**src/rtl/sc_regbank_pkg.sv**
```systemverilog
package sc_regbank_pkg;

   // Clear kinds, two bits per register in the parameter vectors.
   typedef enum logic [1:0] {
      CLR_RD         = 2'd0,
      CLR_WR         = 2'd1,
      CLR_RD_OR_WR   = 2'd2,
      CLR_RD_OR_NONE = 2'd3
   } clr_kind_e;

   localparam int          CFG_WSEL_BIT = 0;
   localparam int          CFG_RCLR_BIT = 1;
   localparam logic [31:0] CFG_RESET    = 32'h0000_0800;
   localparam logic [31:0] CFG_WMASK    = 32'h0000_0803;

   function automatic logic clr_fire(input logic [1:0] kind,
                                     input logic rd_hit,
                                     input logic wr_hit,
                                     input logic wsel,
                                     input logic rclr_en);
      logic f;
      case (kind)
         CLR_RD:       f = rd_hit;
         CLR_WR:       f = wr_hit;
         CLR_RD_OR_WR: f = wsel ? wr_hit : rd_hit;
         default:      f = rclr_en & rd_hit;
      endcase
      return f;
   endfunction

endpackage

```
**src/rtl/sc_stat_reg.sv**
```systemverilog
module sc_stat_reg
   import sc_regbank_pkg::*;
#(
   parameter int         W   = 8,
   parameter logic [1:0] CLR = 2'd0
) (
   input  logic         clk,
   input  logic         rst_n,
   input  logic [W-1:0] evt,
   input  logic         rd_hit,
   input  logic         wr_hit,
   input  logic         cfg_wsel,
   input  logic         cfg_rclr,
   output logic [W-1:0] q
);

   logic clr;

   assign clr = clr_fire(CLR, rd_hit, wr_hit, cfg_wsel, cfg_rclr);

   // event OR-ed after the clear: an event in the clear cycle survives
   always_ff @(posedge clk or negedge rst_n) begin
      if (!rst_n) q <= '0;
      else        q <= (clr ? '0 : q) | evt;
   end

endmodule

```
**src/rtl/sc_evt_cnt.sv**
```systemverilog
module sc_evt_cnt
   import sc_regbank_pkg::*;
#(
   parameter int         W   = 8,
   parameter bit         SAT = 1'b1,
   parameter logic [1:0] CLR = 2'd0
) (
   input  logic         clk,
   input  logic         rst_n,
   input  logic         evt,
   input  logic         rd_hit,
   input  logic         wr_hit,
   input  logic         cfg_wsel,
   input  logic         cfg_rclr,
   output logic [W-1:0] q
);

   localparam logic [W-1:0] MAXV = {W{1'b1}};

   logic         clr;
   logic [W-1:0] inc;

   assign clr = clr_fire(CLR, rd_hit, wr_hit, cfg_wsel, cfg_rclr);

   generate
      if (SAT) begin : g_sat
         assign inc = (q == MAXV) ? q : q + W'(1);
      end else begin : g_wrap
         assign inc = q + W'(1);
      end
   endgenerate

   always_ff @(posedge clk or negedge rst_n) begin
      if (!rst_n)   q <= '0;
      else if (clr) q <= evt ? W'(1) : '0;
      else if (evt) q <= inc;
   end

endmodule

```
**src/rtl/sc_irq_merge.sv**
```systemverilog
module sc_irq_merge #(
   parameter int               N   = 3,
   parameter int               W   = 8,
   parameter logic [2*N-1:0]   LVL = 6'b11_10_01
) (
   input  logic         clk,
   input  logic         rst_n,
   input  logic [N*W-1:0] stat,
   input  logic [N*W-1:0] en,
   output logic [2:0]   irq
);

   logic [2:0] lvl_any;

   always_comb begin
      lvl_any = '0;
      for (int l = 0; l < 3; l++) begin
         for (int i = 0; i < N; i++) begin
            if (LVL[2*i +: 2] == 2'(l + 1))
               lvl_any[l] = lvl_any[l] | (|(stat[i*W +: W] & en[i*W +: W]));
         end
      end
   end

   always_ff @(posedge clk or negedge rst_n) begin
      if (!rst_n) irq <= '0;
      else        irq <= lvl_any;
   end

endmodule

```
**src/rtl/sc_regbank.sv**
```systemverilog
module sc_regbank
   import sc_regbank_pkg::*;
#(
   parameter int               ADDR_W   = 8,
   parameter int               N_STAT   = 3,
   parameter int               STAT_W   = 8,
   parameter int               N_CNT    = 4,
   parameter int               CNT_W    = 8,
   parameter logic [15:0]      ID_VAL   = 16'hA5C3,
   parameter logic [2*N_STAT-1:0] STAT_CLR = 6'b10_01_00,
   parameter logic [2*N_STAT-1:0] STAT_LVL = 6'b11_10_01,
   parameter logic [N_CNT-1:0]    CNT_SAT  = 4'b0101,
   parameter logic [2*N_CNT-1:0]  CNT_CLR  = 8'b10_11_01_00
) (
   input  logic                     clk,
   input  logic                     rst_n,
   input  logic [ADDR_W-1:0]        bus_addr,
   input  logic                     bus_wr,
   input  logic                     bus_rd,
   input  logic [31:0]              bus_wdata,
   output logic [31:0]              bus_rdata,
   input  logic [N_STAT*STAT_W-1:0] stat_evt,
   input  logic [N_CNT-1:0]         cnt_evt,
   output logic [2:0]               irq
);

   localparam int          WORD_W  = ADDR_W - 2;
   localparam int          N_WORDS = 2 + 2*N_STAT + N_CNT;
   localparam int          IX_STAT = 2;
   localparam int          IX_CNT  = 2 + 2*N_STAT;
   localparam logic [31:0] ID_WORD = {12'h000, ID_VAL, 4'h0};

   // ---------------- elaboration checks ----------------
   generate
      if (ADDR_W < 3 || ADDR_W > 16) begin : g_bad_aw
         $error("sc_regbank: ADDR_W out of range");
      end
      if (STAT_W < 1 || STAT_W > 32) begin : g_bad_sw
         $error("sc_regbank: STAT_W must be 1..32");
      end
      if (CNT_W < 1 || CNT_W > 32) begin : g_bad_cw
         $error("sc_regbank: CNT_W must be 1..32");
      end
      if (N_STAT < 1 || N_CNT < 1) begin : g_bad_n
         $error("sc_regbank: need at least one status register and one counter");
      end
      if (N_WORDS > (1 << WORD_W)) begin : g_bad_map
         $error("sc_regbank: register map exceeds address space");
      end
      for (genvar i = 0; i < N_STAT; i++) begin : g_chk_stat
         if (STAT_CLR[2*i +: 2] == 2'd3) begin : g_bad_kind
            $error("sc_regbank: read-or-never clear is for counters only");
         end
         if (STAT_LVL[2*i +: 2] == 2'd0) begin : g_bad_lvl
            $error("sc_regbank: interrupt level must be 1..3");
         end
      end
   endgenerate

   // ---------------- address decode ----------------
   logic [WORD_W-1:0]  word;
   logic               aligned;
   logic [N_WORDS-1:0] rd_sel;
   logic [N_WORDS-1:0] wr_sel;

   assign word    = bus_addr[ADDR_W-1:2];
   assign aligned = (bus_addr[1:0] == 2'b00);

   generate
      for (genvar k = 0; k < N_WORDS; k++) begin : g_dec
         assign rd_sel[k] = bus_rd & aligned & (word == WORD_W'(k));
         assign wr_sel[k] = bus_wr & aligned & (word == WORD_W'(k));
      end
   endgenerate

   // ---------------- configuration word ----------------
   logic [31:0] cfg_q;
   logic        cfg_wsel;
   logic        cfg_rclr;

   always_ff @(posedge clk or negedge rst_n) begin
      if (!rst_n)        cfg_q <= CFG_RESET;
      else if (wr_sel[1]) cfg_q <= (bus_wdata & CFG_WMASK) | (cfg_q & ~CFG_WMASK);
   end

   assign cfg_wsel = cfg_q[CFG_WSEL_BIT];
   assign cfg_rclr = cfg_q[CFG_RCLR_BIT];

   // ---------------- status latches and enables ----------------
   logic [N_STAT*STAT_W-1:0] stat_q;
   logic [N_STAT*STAT_W-1:0] en_q;

   generate
      for (genvar i = 0; i < N_STAT; i++) begin : g_stat
         sc_stat_reg #(
            .W   (STAT_W),
            .CLR (STAT_CLR[2*i +: 2])
         ) u_stat (
            .clk      (clk),
            .rst_n    (rst_n),
            .evt      (stat_evt[i*STAT_W +: STAT_W]),
            .rd_hit   (rd_sel[IX_STAT + 2*i]),
            .wr_hit   (wr_sel[IX_STAT + 2*i]),
            .cfg_wsel (cfg_wsel),
            .cfg_rclr (cfg_rclr),
            .q        (stat_q[i*STAT_W +: STAT_W])
         );

         always_ff @(posedge clk or negedge rst_n) begin
            if (!rst_n)
               en_q[i*STAT_W +: STAT_W] <= '0;
            else if (wr_sel[IX_STAT + 2*i + 1])
               en_q[i*STAT_W +: STAT_W] <= bus_wdata[STAT_W-1:0];
         end
      end
   endgenerate

   // ---------------- event counters ----------------
   logic [N_CNT*CNT_W-1:0] cnt_q;

   generate
      for (genvar j = 0; j < N_CNT; j++) begin : g_cnt
         sc_evt_cnt #(
            .W   (CNT_W),
            .SAT (CNT_SAT[j]),
            .CLR (CNT_CLR[2*j +: 2])
         ) u_cnt (
            .clk      (clk),
            .rst_n    (rst_n),
            .evt      (cnt_evt[j]),
            .rd_hit   (rd_sel[IX_CNT + j]),
            .wr_hit   (wr_sel[IX_CNT + j]),
            .cfg_wsel (cfg_wsel),
            .cfg_rclr (cfg_rclr),
            .q        (cnt_q[j*CNT_W +: CNT_W])
         );
      end
   endgenerate

   // ---------------- interrupts ----------------
   sc_irq_merge #(
      .N   (N_STAT),
      .W   (STAT_W),
      .LVL (STAT_LVL)
   ) u_irq (
      .clk   (clk),
      .rst_n (rst_n),
      .stat  (stat_q),
      .en    (en_q),
      .irq   (irq)
   );

   // ---------------- read path ----------------
   logic [31:0] rmux;

   always_comb begin
      rmux = '0;
      if (rd_sel[0]) rmux = ID_WORD;
      if (rd_sel[1]) rmux = cfg_q;
      for (int i = 0; i < N_STAT; i++) begin
         if (rd_sel[IX_STAT + 2*i])     rmux[STAT_W-1:0] = stat_q[i*STAT_W +: STAT_W];
         if (rd_sel[IX_STAT + 2*i + 1]) rmux[STAT_W-1:0] = en_q[i*STAT_W +: STAT_W];
      end
      for (int j = 0; j < N_CNT; j++) begin
         if (rd_sel[IX_CNT + j]) rmux[CNT_W-1:0] = cnt_q[j*CNT_W +: CNT_W];
      end
   end

   always_ff @(posedge clk or negedge rst_n) begin
      if (!rst_n) bus_rdata <= '0;
      else        bus_rdata <= rmux;
   end

endmodule

```
**config.mk**
```make
export PLATFORM = sky130hd
export DESIGN_NAME = sc_regbank
export DESIGN_NICKNAME = d
export VERILOG_FILES = /design/src/rtl/sc_regbank_pkg.sv /design/src/rtl/sc_stat_reg.sv /design/src/rtl/sc_evt_cnt.sv /design/src/rtl/sc_irq_merge.sv /design/src/rtl/sc_regbank.sv
export SDC_FILE = /design/constraint.sdc
export NUM_CORES = 1
export LEC_CHECK = 0
export BUFFER_PORTS_ARGS = -buffer_cell sky130_fd_sc_hd__buf_2
export CAP_MARGIN = 20
export CORE_UTILIZATION = 50
export DETAILED_ROUTE_END_ITERATION = 7
export PLACE_DENSITY = 0.77
export SLEW_MARGIN = 5
export SYNTH_ARGS = -nofsm -noshare
export SYNTH_HDL_FRONTEND = slang
export SYNTH_SLANG_ARGS = --single-unit
```
**constraint.sdc**
```tcl
create_clock -name clk -period 1.6 [get_ports clk]
set_input_delay 0.32 -clock clk [delete_from_list [all_inputs] [get_ports clk]]
set_output_delay 0.32 -clock clk [all_outputs]
set_load 0.005 [all_outputs]
```
# ---- Word level (Yosys, flattened, before mapping)
# Cells that the tools add are included.
dict set report word_totals {
  register_bits 147
  inputBits 72
  output_inout_bits 35
}
dict set report op_classes {
  n_addsub 4
  eq_ne 15
  mux 31
  n_bitwise 30
  reduce_logical 11
}
# cell count
set op_table {}
lappend op_table {{$mux W8} 23}
lappend op_table {{$add A8 B1 Y8 const B} 4}
lappend op_table {{$mux W32} 1}
lappend op_table {{$or A12 B32 Y32} 1}
lappend op_table {{$and A8 B8 Y8} 3}
lappend op_table {{$eq A6 B3 Y1 const B} 4}
lappend op_table {{$eq A6 B4 Y1 const B} 4}
lappend op_table {{$or A8 B8 Y8} 3}
lappend op_table {{$reduce_or A8 Y1} 3}
lappend op_table {{$and A1 B1 Y1} 23}
lappend op_table {{$mux W20} 1}
lappend op_table {{$eq A8 B8 Y1 const B} 2}
lappend op_table {{$eq A6 B2 Y1 const B} 2}
lappend op_table {{$reduce_bool A2 Y1} 4}
lappend op_table {{$eq A6 B1 Y1 const B} 1}
lappend op_table {{$logic_not A6 Y1} 1}
lappend op_table {{$mux W1} 6}
lappend op_table {{$ne A2 B1 Y1 const B} 2}
lappend op_table {{$reduce_and A2 Y1} 2}
lappend op_table {{$logic_not A2 Y1} 1}

# ---- Depth between registers and ports, before layout
# Gate-level depths: netlist of run 1.
dict set report logic_depth {
  word_depth 15
  depth_mapped 8
  depth_no_buf 6
}

# ---- By module
# A second synthesis of run 1 with hierarchy kept.
dict set report hier_totals {
  cells_unflattened 524
  hier_area_um2 5370.2
}
# module n_inst cells_each area_each_um2
set by_module_without_submodules {}
lappend by_module_without_submodules {sc_regbank 1 276 2602.5}
lappend by_module_without_submodules {{sc_stat_reg at g_stat[0].u_stat ...} 2 17 264.0}
lappend by_module_without_submodules {{sc_evt_cnt at g_cnt[0].u_cnt} 1 51 491.7}
lappend by_module_without_submodules {{sc_evt_cnt at g_cnt[2].u_cnt} 1 53 485.5}
lappend by_module_without_submodules {{sc_evt_cnt at g_cnt[3].u_cnt} 1 38 405.4}
lappend by_module_without_submodules {{sc_evt_cnt at g_cnt[1].u_cnt} 1 37 399.1}
lappend by_module_without_submodules {{sc_stat_reg at g_stat[2].u_stat} 1 17 274.0}
lappend by_module_without_submodules {sc_irq_merge 1 18 183.9}

# ---- Least setup slack after synthesis of run 1
# No wires, ideal clock.
dict set report synth_timing {
  kind {flip-flop to flip-flop}
  start {register g_cnt[0].u_cnt.q[0]}
  end {register g_cnt[0].u_cnt.q[5]}
  setup_ns 0.127
  t_arrival_ns 1.549
  path_slack_ns -0.076
  path_stages_with_launch 7
  path_buffers 0
  synth_period_minus_slack_ns 1.676
  cell_sequence {dfrtp_1 ha_1 and3_1 a41oi_1 nand4_1 xor2_1 nor2_1}
}
dict set report synth_between {
  elab_chain_cells 4
  elab_cells_between_ends 7
}
# element line_no
set synth_lines {}
lappend synth_lines {{start, declared} sc_evt_cnt.sv:15} ;# output logic [W-1:0] q
lappend synth_lines {{start signal, assigned} sc_evt_cnt.sv:35} ;# else if (clr) q <= evt ? W'(1) : '0;
lappend synth_lines {{start signal, assigned} sc_evt_cnt.sv:36} ;# else if (evt) q <= inc;
lappend synth_lines {{$add A8 B1 Y8} sc_evt_cnt.sv:27} ;# assign inc = (q == MAXV) ? q : q + W'(1);
lappend synth_lines {{$mux W8} sc_evt_cnt.sv:27}
lappend synth_lines {{$mux W8} sc_evt_cnt.sv:36}
lappend synth_lines {{$mux W8} sc_evt_cnt.sv:35}
# Several ways; a longest one is shown, not always the timed one. The select of a mux whose other input is x is not followed.
# A chain may end at the register's enable or synchronous reset.

# ---- Final worst setup path of run 1
dict set report layout_timing {
  start {register g_cnt[0].u_cnt.q[1]}
  end {register g_cnt[0].u_cnt.q[5]}
}
# Same word-level chain as after synthesis.

==> flow_summary.toml, run 1 <==
[drt]
vias_per_cell = 5.73
wirelength_mm = 13.0
drtIter0Drc = 380
first_pass_iters = 5
drtAntennaViolNets = 0
drc = 0
num_vias = 4220
routedWlPerCell_um = 17.6

[sta]
max_freq_mhz = 628
timing.final.crit_share_pct = 99.5
finalHoldViolCount = 0
fin_setup_tns_ns = 0
rsz0062_at_grt = "true"
fin_hold_ws_ns = 0.0966
finalWorstPathRequiredPeriod_ns = 1.59
skew_ns = 0.0145
fin_ws_ns = 0.00859
finalSetupViolations = 0
final-max-slew-violation-count = 0

[setup_path]
critical_path.cell_chain = "ha_2, and3_4, a41oi_4, nand4_1, xor2_1, nor2_1"
path_delay_family = "simple AND/OR/NAND/NOR gates"
critPathBufInv = 0
timing_worst_setup_path_type = "flip-flop to flip-flop"
cp_data_required_time_ns = 1.87
max_stage_delay_ns = 0.41
critPathLaunchType = "flip-flop"
worst_r2r_path_depth = 6
cp_slowest_cell = "dfrtp_1"
worstPathMaxFanout = 6
crit_cells = 6
end_kind = "flip-flop"
worstPathArrival_ns = 1.86

[power_and_ir_drop]
ir_drop_mv = 0.534
pwr_density_cell_nw_per_um2 = 989
leakage_nw = 2.84

[floorplanning]
core-area_um2 = 9910
die_area_um2 = 10800
start_util_pct = 52.2
die_h_um = 104
die_width_um = 104
fp-row-count = 36
ioPinCount = 107

[clocking]
cts_root_buf = "clkbuf_8"
numCtsBuffers = 9
htree_levels = 3
clk_path_buf_depth = 2
clk_latency_ns = 0.39
cts_tree = "built"
clkSlewWorstSetupHoldPaths_ns = 0.10
cts.sinks = 97

[synth]
synth_warnings = 0
ys_seq_area_share_pct = 47.0
synth_top_family_by_area = "simple AND/OR/NAND/NOR gates"
ys_ff_latch = 97
synth_xor_area_share_pct = 3.90
synth_edf_count = 0
synth_fa_ha_area_share_pct = 0.968
yosys.area_share.simple_pct = 15.8
avgSynthCellArea_um2 = 10.8
synthMuxAreaShare_pct = 11.1
synth_compound_area_share_pct = 14.5
synthArstFlopShare_pct = 100
syn-instance-count = 479
ys.flop_type = "dfrtp_1"
ys_types = 66
syn_nets = 555
netlist_area_um2 = 5170

[placed_design]
gp_congestion = 0.953
hpwl_mm = 10.1
io_buffers = 83
preCtsSetupSlack_ns = -0.228
placed_cells = 718

[global_routing]
overflow = 0
grtUsageTotal_pct = 25.6
grt_pass1_wl_mm = 21.4
grt_max_degree = 42
antenna_found_initial = 0
first_global_vias = 4249

[finish]
finish.cell_count_without_fillers = 736
n_antenna_cell = 0
drive_gt1_share_pct = 36.2
fillers = 815
final_core_util_pct = 62.8
syn_to_final_growth_pct = 20.4
nets = 674

[hold_path]
hold_depth = 2
holdCritPathClass = "input port to flip-flop"

[job]
drv_cap = 0

[outcome]
status = "finished clean"
## power by group
part | internal (W) | total [W] | switching, W
combinational | 0.000698 | 0.00142 | 0.000719
sequential | 0.00281 | 0.00321 | 0.000396
clock | 0.000594 | 0.00153 | 0.000938
## registers in the layout (all words and copies together) (netlist names)
signal and count:
u_irq.irq 3, bus_rdata 11, cfg_q 3, g_stat.u_stat.q 24, g_cnt.u_cnt.q 32, en_q 24
## layout by cell type, fill, tap and decap left out, drive strengths merged, types with 14 or more instances in the layout
| cell | count |
|---|---|
| a21o | 25 |
| a21oi | 20 |
| a22oi | 16 |
| buf | 147 |
| dfrtp | 96 |
| mux2 | 32 |
| mux2i | 14 |
| nand2 | 32 |
| nor2 | 43 |
| o21ai | 14 |
| xor2 | 14 |
## through the flow
step,total power (W),area [um^2]
after CTS,0.00617,6210
after global routing,0.00649,6220
final,0.00616,6220
after detailed placement,0.00463,5990
after floorplan,0.00404,5190
after global placement,0.00453,5990
## cell families after synthesis
logic type               count (synthesis)
AND/OR/NAND/NOR                        150
AO/OA/AOI/OAI                          108
flip-flops                              97
multiplexers                            48
buffers and inverters                   48
XOR/XNOR                                23
adder cells (fa/ha/maj)                  4
other                                    1
## cell type report
cell class | count | area (um^2) | share of cell area, %
Inverter | 8 | 30.0 | 0.482
Sequential cell | 97 | 2430 | 39.0
Multi-Input combinational cell | 334 | 2440 | 39.3
Clock buffer | 9 | 124 | 1.99
Tap cell | 133 | 166 | 2.67
Clock inverter | 7 | 61.3 | 0.985
Timing Repair Buffer | 148 | 971 | 15.6
## metal layers
layer | wire length (um) | vias up | global-route usage (%)
met1 | 5750 | 2055 | 34.7
met2 | 6050 | 181 | 41.0
li1 | - | 1958 | -
met3 | 854 | 26 | 5.29
met4 | 304 | 0 | 9.18
met5 | 0 | - | 0
## worst paths after layout
path                                                   end  slack (ns)                             from
hold reg to reg            g_stat[0].u_stat.q[2]$_DFF_PN0_        0.52  g_stat[0].u_stat.q[2]$_DFF_PN0_
setup reg to reg           g_cnt[0].u_cnt.q[5]$_DFFE_PN0P_       0.009  g_cnt[0].u_cnt.q[1]$_DFFE_PN0P_
hold / removal             g_stat[1].u_stat.q[7]$_DFF_PN0_         0.1                     stat_evt[15]
setup / recovery           g_cnt[0].u_cnt.q[5]$_DFFE_PN0P_       0.009  g_cnt[0].u_cnt.q[1]$_DFFE_PN0P_
max in group asynchronous            cfg_q[11]$_DFFE_PN1P_        0.70                            rst_n
min in group asynchronous  g_stat[1].u_stat.q[7]$_DFF_PN0_        0.35                            rst_n
## synthesized netlist by cell type (5+ instances only)
cell type  number  area share, %
a21o_1         25            3.6
a21oi_1        20            1.9
a22oi_1        16            2.3
and3_1          7           0.85
buf_2           9           0.87
buf_4          22            3.2
buf_6           5            1.1
dfrtp_1        96             46
inv_1           8           0.58
mux2_2         24            5.2
mux2_4          8            2.3
mux2i_1        14            2.7
nand2_1        32            2.3
nand2b_1        6           0.73
nand3_1        11            1.1
nand4_1        11            1.3
nor2_1         41            3.0
nor2b_1         5           0.61
nor3_1         11            1.1
o21ai_0        12            1.2
o22ai_1         6           0.73
o32ai_1         5           0.85
xnor2_1         9            1.5
xor2_1         14            2.4
## repair_timing
item                                    in CTS  in global routing
hold endpoints to repair                    19                  0
endpoints found under the setup margin       2                  4
hold buffers                                 1                  0
setup buffers                                0                  1
resized for setup                            3                  3
pin swaps                                    1                  7
Note: power is estimated with default switching activity, not from simulation.
==> inputs of run 2 (changes only) <==
Clock period 1.6 ns to 1.4 ns, I/O delays scaled along.
==> run 2 against run 1 <==
  * The run now ends with negative setup slack left
  * Critical path depth unchanged
  * Setup slack worse by 0.054 ns
  * Critical endpoint unchanged
  * Sequential share of layout area down 1.8 points
  * Largest power group unchanged
  * First-iteration DRC count down 31%
  * Wire length up 6.3%
  * Maximum frequency up 10%
==> flow_summary.toml, run 2 (synthesized netlist as in run 1, its figures left out) <==
[outcome]
status = "complete, but fails checks"
failed_checks = "negative setup slack"

[finish]
syn_to_final_growth_pct = 26.5
multi_input_area_um2 = 2620
largest_reg_flops = 32
nets = 690
final_common_cell = "dfrtp_1"
seq_area_um2 = 2430
max_flop_register = "g_cnt.u_cnt.q"
fillers = 783
final_cell_mix = "93 x dfrtp_1, 82 x buf_2, 73 x buf_4"
drive_gt1_share_pct = 42.7
largestRegisters = "g_cnt.u_cnt.q x32, en_q x24, g_stat.u_stat.q x24"
n_antenna_cell = 0

[clocking]
cts_tree = "built"
clk_path_buf_depth = 2
cts_root_buf = "clkbuf_8"
numCtsBuffers = 9
cts.sinks = 97
clk_latency_ns = 0.39
clkSlewWorstSetupHoldPaths_ns = 0.10
htree_levels = 3

[power_and_ir_drop]
p_clk_share_pct = 24.8
switching_share_pct = 32.1
p_int_w = 0.00509
power.total_w = 0.00750
pwr_density_cell_nw_per_um2 = 1150
seqPwrFrac_pct = 48.0
p_comb_share_pct = 27.2
ir_drop_mv = 0.667
leakage_nw = 2.96
switchingPower_w = 0.00241

[setup_path]
r2r_slack_ns = -0.05
cp_data_required_time_ns = 1.66
worstPathMaxFanout = 6
critical_path.cell_chain = "ha_2, and3_4, a41oi_4, nand4_1, xor2_1, nor2_1"
cp_slowest_cell = "dfrtp_1"
worstPathArrival_ns = 1.71
end_kind = "flip-flop"
worst_r2r_path_depth = 6
path_delay_family = "flip-flops"
r2r-end = "g_cnt[0].u_cnt.q[5]$_DFFE_PN0P_"
max_stage_delay_ns = 0.40
reg2reg_from = "g_cnt[0].u_cnt.q[1]$_DFFE_PN0P_"
critPathBufInv = 0
timing_worst_setup_path_type = "flip-flop to flip-flop"
critPathLaunchType = "flip-flop"

[sta]
finalHoldViolCount = 0
finalWorstPathRequiredPeriod_ns = 1.45
final-max-slew-violation-count = 0
fin_ws_ns = -0.0453
timing.final.crit_share_pct = 103
rsz0062_at_grt = "true"
skew_ns = 0.00957
finalSetupViolations = 6
max_freq_mhz = 692

[floorplanning]
start_util_pct = 52.2
die_width_um = 104
core-area_um2 = 9910
die_h_um = 104
die_area_um2 = 10800
fp-row-count = 36
ioPinCount = 107

[drt]
wl_met1_mm = 6.08
first_pass_iters = 5
vias_per_cell = 5.80
dr_wl_met2_mm = 6.44
top_layer = "met4"
drtAntennaViolNets = 0
drtIter0Drc = 261
routedWlPerCell_um = 18.3
dr_wl_met3_um = 934
num_vias = 4355
drc = 0
wirelength_mm = 13.8

[hold_path]
holdCritPathClass = "input port to flip-flop"
holdPathEnd = "g_stat[0].u_stat.q[7]$_DFF_PN0_"
hold_depth = 2
holdCritStartpoint = "stat_evt[7]"

[global_routing]
grtUsageTotal_pct = 27.1
overflow = 0
antenna_found_initial = 1
grt_pass1_wl_mm = 22.7
first_global_vias = 4456
grt_max_degree = 59

[placed_design]
hpwl_mm = 10.6
io_buffers = 83
preCtsSetupSlack_ns = -0.363
gp_congestion = 0.930

[job]
drv_cap = 0
## run 2: cell count changes in the layout (fill, tap and decap cells not counted), sizes merged
cell / before / now
clkbuf: 9 / 10
buf: 147 / 163
inv: 11 / 8
bufinv: 0 / 1
## run 2: area by class of cell
class                      instances  share of cell area, %
sequential                        97                   37.2
inverter                           8                  0.459
timing repair buffer             164                   16.9
multi-input combinational        334                   40.0
clock inverter                     5                  0.861
tap                              133                   2.54
clock buffer                      10                   2.10
## run 2: timing repair
action                                  CTS  global route
buffers inserted                          0             3
resized for setup                        13            24
endpoints found under the hold margin    96             0
hold buffers                              1             0
endpoints found under the setup margin   37            37
pin swaps                                 9            25
## run 2: power groups by stage
| stage | sequential, W | combinational, W | clock, W |
|---|---|---|---|
| 6_report | 0.00360 | 0.00204 | 0.00186 |
| 5_1_grt | 0.00366 | 0.00225 | 0.00199 |
| 4_1_cts | 0.00359 | 0.00192 | 0.00188 |
| 3_5_place_dp | 0.00363 | 0.00187 | 0 |
| 3_3_place_gp | 0.00360 | 0.00178 | 0 |
| 2_1_floorplan | 0.00360 | 0.00104 | 0 |
## run 2: per-stage QoR
step / cell area, um^2 / cells / hold slack, ns / setup TNS, ns / util [%]
floorplan: 5260 / 479 / -0.0156 / -0.948 / -
global placement: 6150 / 732 / 0.275 / -16.36 / 62.0
detailed placement: 6150 / 732 / 0.280 / -17.72 / 62.0
CTS: 6410 / 748 / 0.0595 / -0.161 / 64.7
global route: 6540 / 751 / 0.0617 / -0.687 / 66.0
finish: 6540 / 751 / 0.0621 / -0.0890 / 66.0
## run 2: worst reg2reg max path, cell delays in order (launching register included)
cell,delay (ns)
dfrtp_1,0.40
ha_2,0.20
and3_4,0.17
a41oi_4,0.21
nand4_1,0.15
xor2_1,0.14
nor2_1,0.05
## run 2: how the worst max path moves through the flow
stage	start	endpoint	slack (ns)	depth (start not counted)
6_report	g_cnt[0].u_cnt.q[1]$_DFFE_PN0P_	g_cnt[0].u_cnt.q[5]$_DFFE_PN0P_	-0.05	6
3_3_place_gp	bus_addr[3]	bus_rdata[0]$_DFF_PN0_	-0.35	8
4_1_cts	g_cnt[0].u_cnt.q[1]$_DFFE_PN0P_	g_cnt[0].u_cnt.q[7]$_DFFE_PN0P_	-0.05	6
3_5_place_dp	bus_addr[3]	bus_rdata[0]$_DFF_PN0_	-0.36	8
5_1_grt	g_cnt[0].u_cnt.q[1]$_DFFE_PN0P_	g_cnt[0].u_cnt.q[5]$_DFFE_PN0P_	-0.13	6
2_1_floorplan	bus_addr[1]	bus_rdata[2]$_DFF_PN0_	-0.09	5
## run 2: per-layer routing
layer	GRT usage [%]	up-vias
li1	-	1988
met1	37.0	2151
met2	42.0	191
met3	5.22	25
met4	12.1	0
met5	0	-
==> inputs of run 3 (changes only) <==
Settings changed: CORE_ASPECT_RATIO set to 1.5.
==> run 3 against run 2 <==
  * The flow still finishes with violations (negative setup slack)
  * Register-to-register slack worse by 0.04 ns
  * Non-clock buffer count is 16 higher
  * Cell count is 0.13% higher
  * Critical path type unchanged
  * Setup slack worse by 0.036 ns
  * Clock skew is 0.0020 ns lower
  * Clock power is 44% higher
==> flow_summary.toml, run 3 (synthesized netlist as in run 1, its figures left out) <==
[placed_design]
io_buffers = 83
gp_congestion = 0.989
hpwl_mm = 11.3
preCtsSetupSlack_ns = -0.393

[clocking]
cts_tree = "built"
htree_levels = 3
clkSlewWorstSetupHoldPaths_ns = 0.08
clk_latency_ns = 0.36
cts.sinks = 97
numCtsBuffers = 9
cts_root_buf = "clkbuf_16"
clk_path_buf_depth = 2

[sta]
skew_ns = 0.00760
fin_hold_ws_ns = 0.0948
finalSetupViolations = 8
final-max-slew-violation-count = 0
fin_ws_ns = -0.0815
timing.final.crit_share_pct = 106
rsz0062_at_grt = "true"
finalHoldViolCount = 0
finalWorstPathRequiredPeriod_ns = 1.48
max_freq_mhz = 675

[power_and_ir_drop]
leakage_nw = 3.07
pwr_density_cell_nw_per_um2 = 1220
ir_drop_mv = 0.807
power.total_w = 0.00823

[setup_path]
cp-startpoint = "g_cnt[0].u_cnt.q[1]$_DFFE_PN0P_"
crit_cells = 6
path_delay_family = "simple AND/OR/NAND/NOR gates"
end_kind = "flip-flop"
cp_slowest_cell = "dfrtp_1"
timing_worst_setup_path_type = "flip-flop to flip-flop"
critPathBufInv = 0
cp_data_required_time_ns = 1.69
max_stage_delay_ns = 0.42
worstPathArrival_ns = 1.77
reg2reg_from = "g_cnt[0].u_cnt.q[1]$_DFFE_PN0P_"
worstPathMaxFanout = 6
critPathLaunchType = "flip-flop"
worst_r2r_path_depth = 6
critical_path.cell_chain = "ha_2, and3_4, a41oi_4, nand4_1, xor2_1, nor2_1"

[floorplanning]
die_width_um = 85.0
die_h_um = 127
start_util_pct = 51.3
core-area_um2 = 10100
ioPinCount = 107
fp-row-count = 45
die_area_um2 = 10800

[finish]
nets = 706
seq_area_um2 = 2430
largest_reg_flops = 32
final_common_cell = "dfrtp_1"
syn_to_final_growth_pct = 30.3
multi_input_area_um2 = 2590
drive_gt1_share_pct = 43.8
max_flop_register = "g_cnt.u_cnt.q"
fillers = 755
final_cell_mix = "95 x dfrtp_1, 91 x buf_4, 81 x buf_2"
n_antenna_cell = 0
largestRegisters = "g_cnt.u_cnt.q x32, en_q x24, g_stat.u_stat.q x24"

[job]
drv_cap = 0

[outcome]
failed_checks = "negative setup slack"
status = "complete, but fails checks"

[global_routing]
antenna_found_initial = 0
grt_pass1_wl_mm = 23.4
first_global_vias = 4474
overflow = 0
grtUsageTotal_pct = 28.9
grt_max_degree = 37

[drt]
drtIter0Drc = 332
drc = 0
wirelength_mm = 14.7
routedWlPerCell_um = 19.6
drtAntennaViolNets = 0
vias_per_cell = 5.98
num_vias = 4495
first_pass_iters = 6

[hold_path]
holdCritPathClass = "input port to flip-flop"
holdCritStartpoint = "stat_evt[19]"
hold_depth = 2
[run 3: worst paths after layout]
path | to | slack, ns
setup / recovery | g_cnt[0].u_cnt.q[5]$_DFFE_PN0P_ | -0.08
hold / removal | g_stat[2].u_stat.q[3]$_DFF_PN0_ | 0.09
setup reg to reg | g_cnt[0].u_cnt.q[5]$_DFFE_PN0P_ | -0.08
hold reg to reg | g_stat[0].u_stat.q[3]$_DFF_PN0_ | 0.52
max in group asynchronous | g_stat[1].u_stat.q[3]$_DFF_PN0_ | 0.41
min in group asynchronous | cfg_q[0]$_DFFE_PN0P_ | 0.41
[run 3: metal layers]
metal / vias up / share of wire (%) / global-route usage [%]
li1: 2022 / - / -
met1: 2223 / 38 / 32.7
met2: 200 / 53 / 52.3
met3: 50 / 4.4 / 3.58
met4: 0 / 5.0 / 15.8
met5: - / 0 / 0
[run 3: what timing repair did]
item,4_1_cts,5_1_grt
pin swaps,10,11
hold buffers,1,0
endpoints found under the setup margin,22,54
buffers inserted,0,3
resized for setup,11,20
hold endpoints to repair,28,0
[run 3: per-stage QoR]
stage               utilization [%]  area [um^2]  setup TNS (ns)  cells
floorplan                         -         5260          -0.948    479
global placement               62.0         6250          -15.87    732
detailed placement             62.0         6250          -17.94    732
CTS                            65.9         6640          -0.242    749
global route                   66.9         6740          -0.849    752
finish                         66.9         6740          -0.398    752
[run 3: power by group]
part / internal [W] / leakage (nW) / switching [W] / total (W)
combinational: 0.000973 / 1.76 / 0.000970 / 0.00194
sequential: 0.00322 / 1.16 / 0.000394 / 0.00361
clock: 0.00144 / 0.155 / 0.00123 / 0.00267
total: 0.00563 / 3.07 / 0.00259 / 0.00823
[run 3: final cells by class]
type                    instances  share of cell area [%]
well taps                     117                    2.17
clock buffers                   9                    3.34
inverters                       8                   0.446
flip-flops and latches         97                    36.1
repair buffers                180                    18.1
clock inverters                 7                    1.50
multi-input cells             334                    38.4
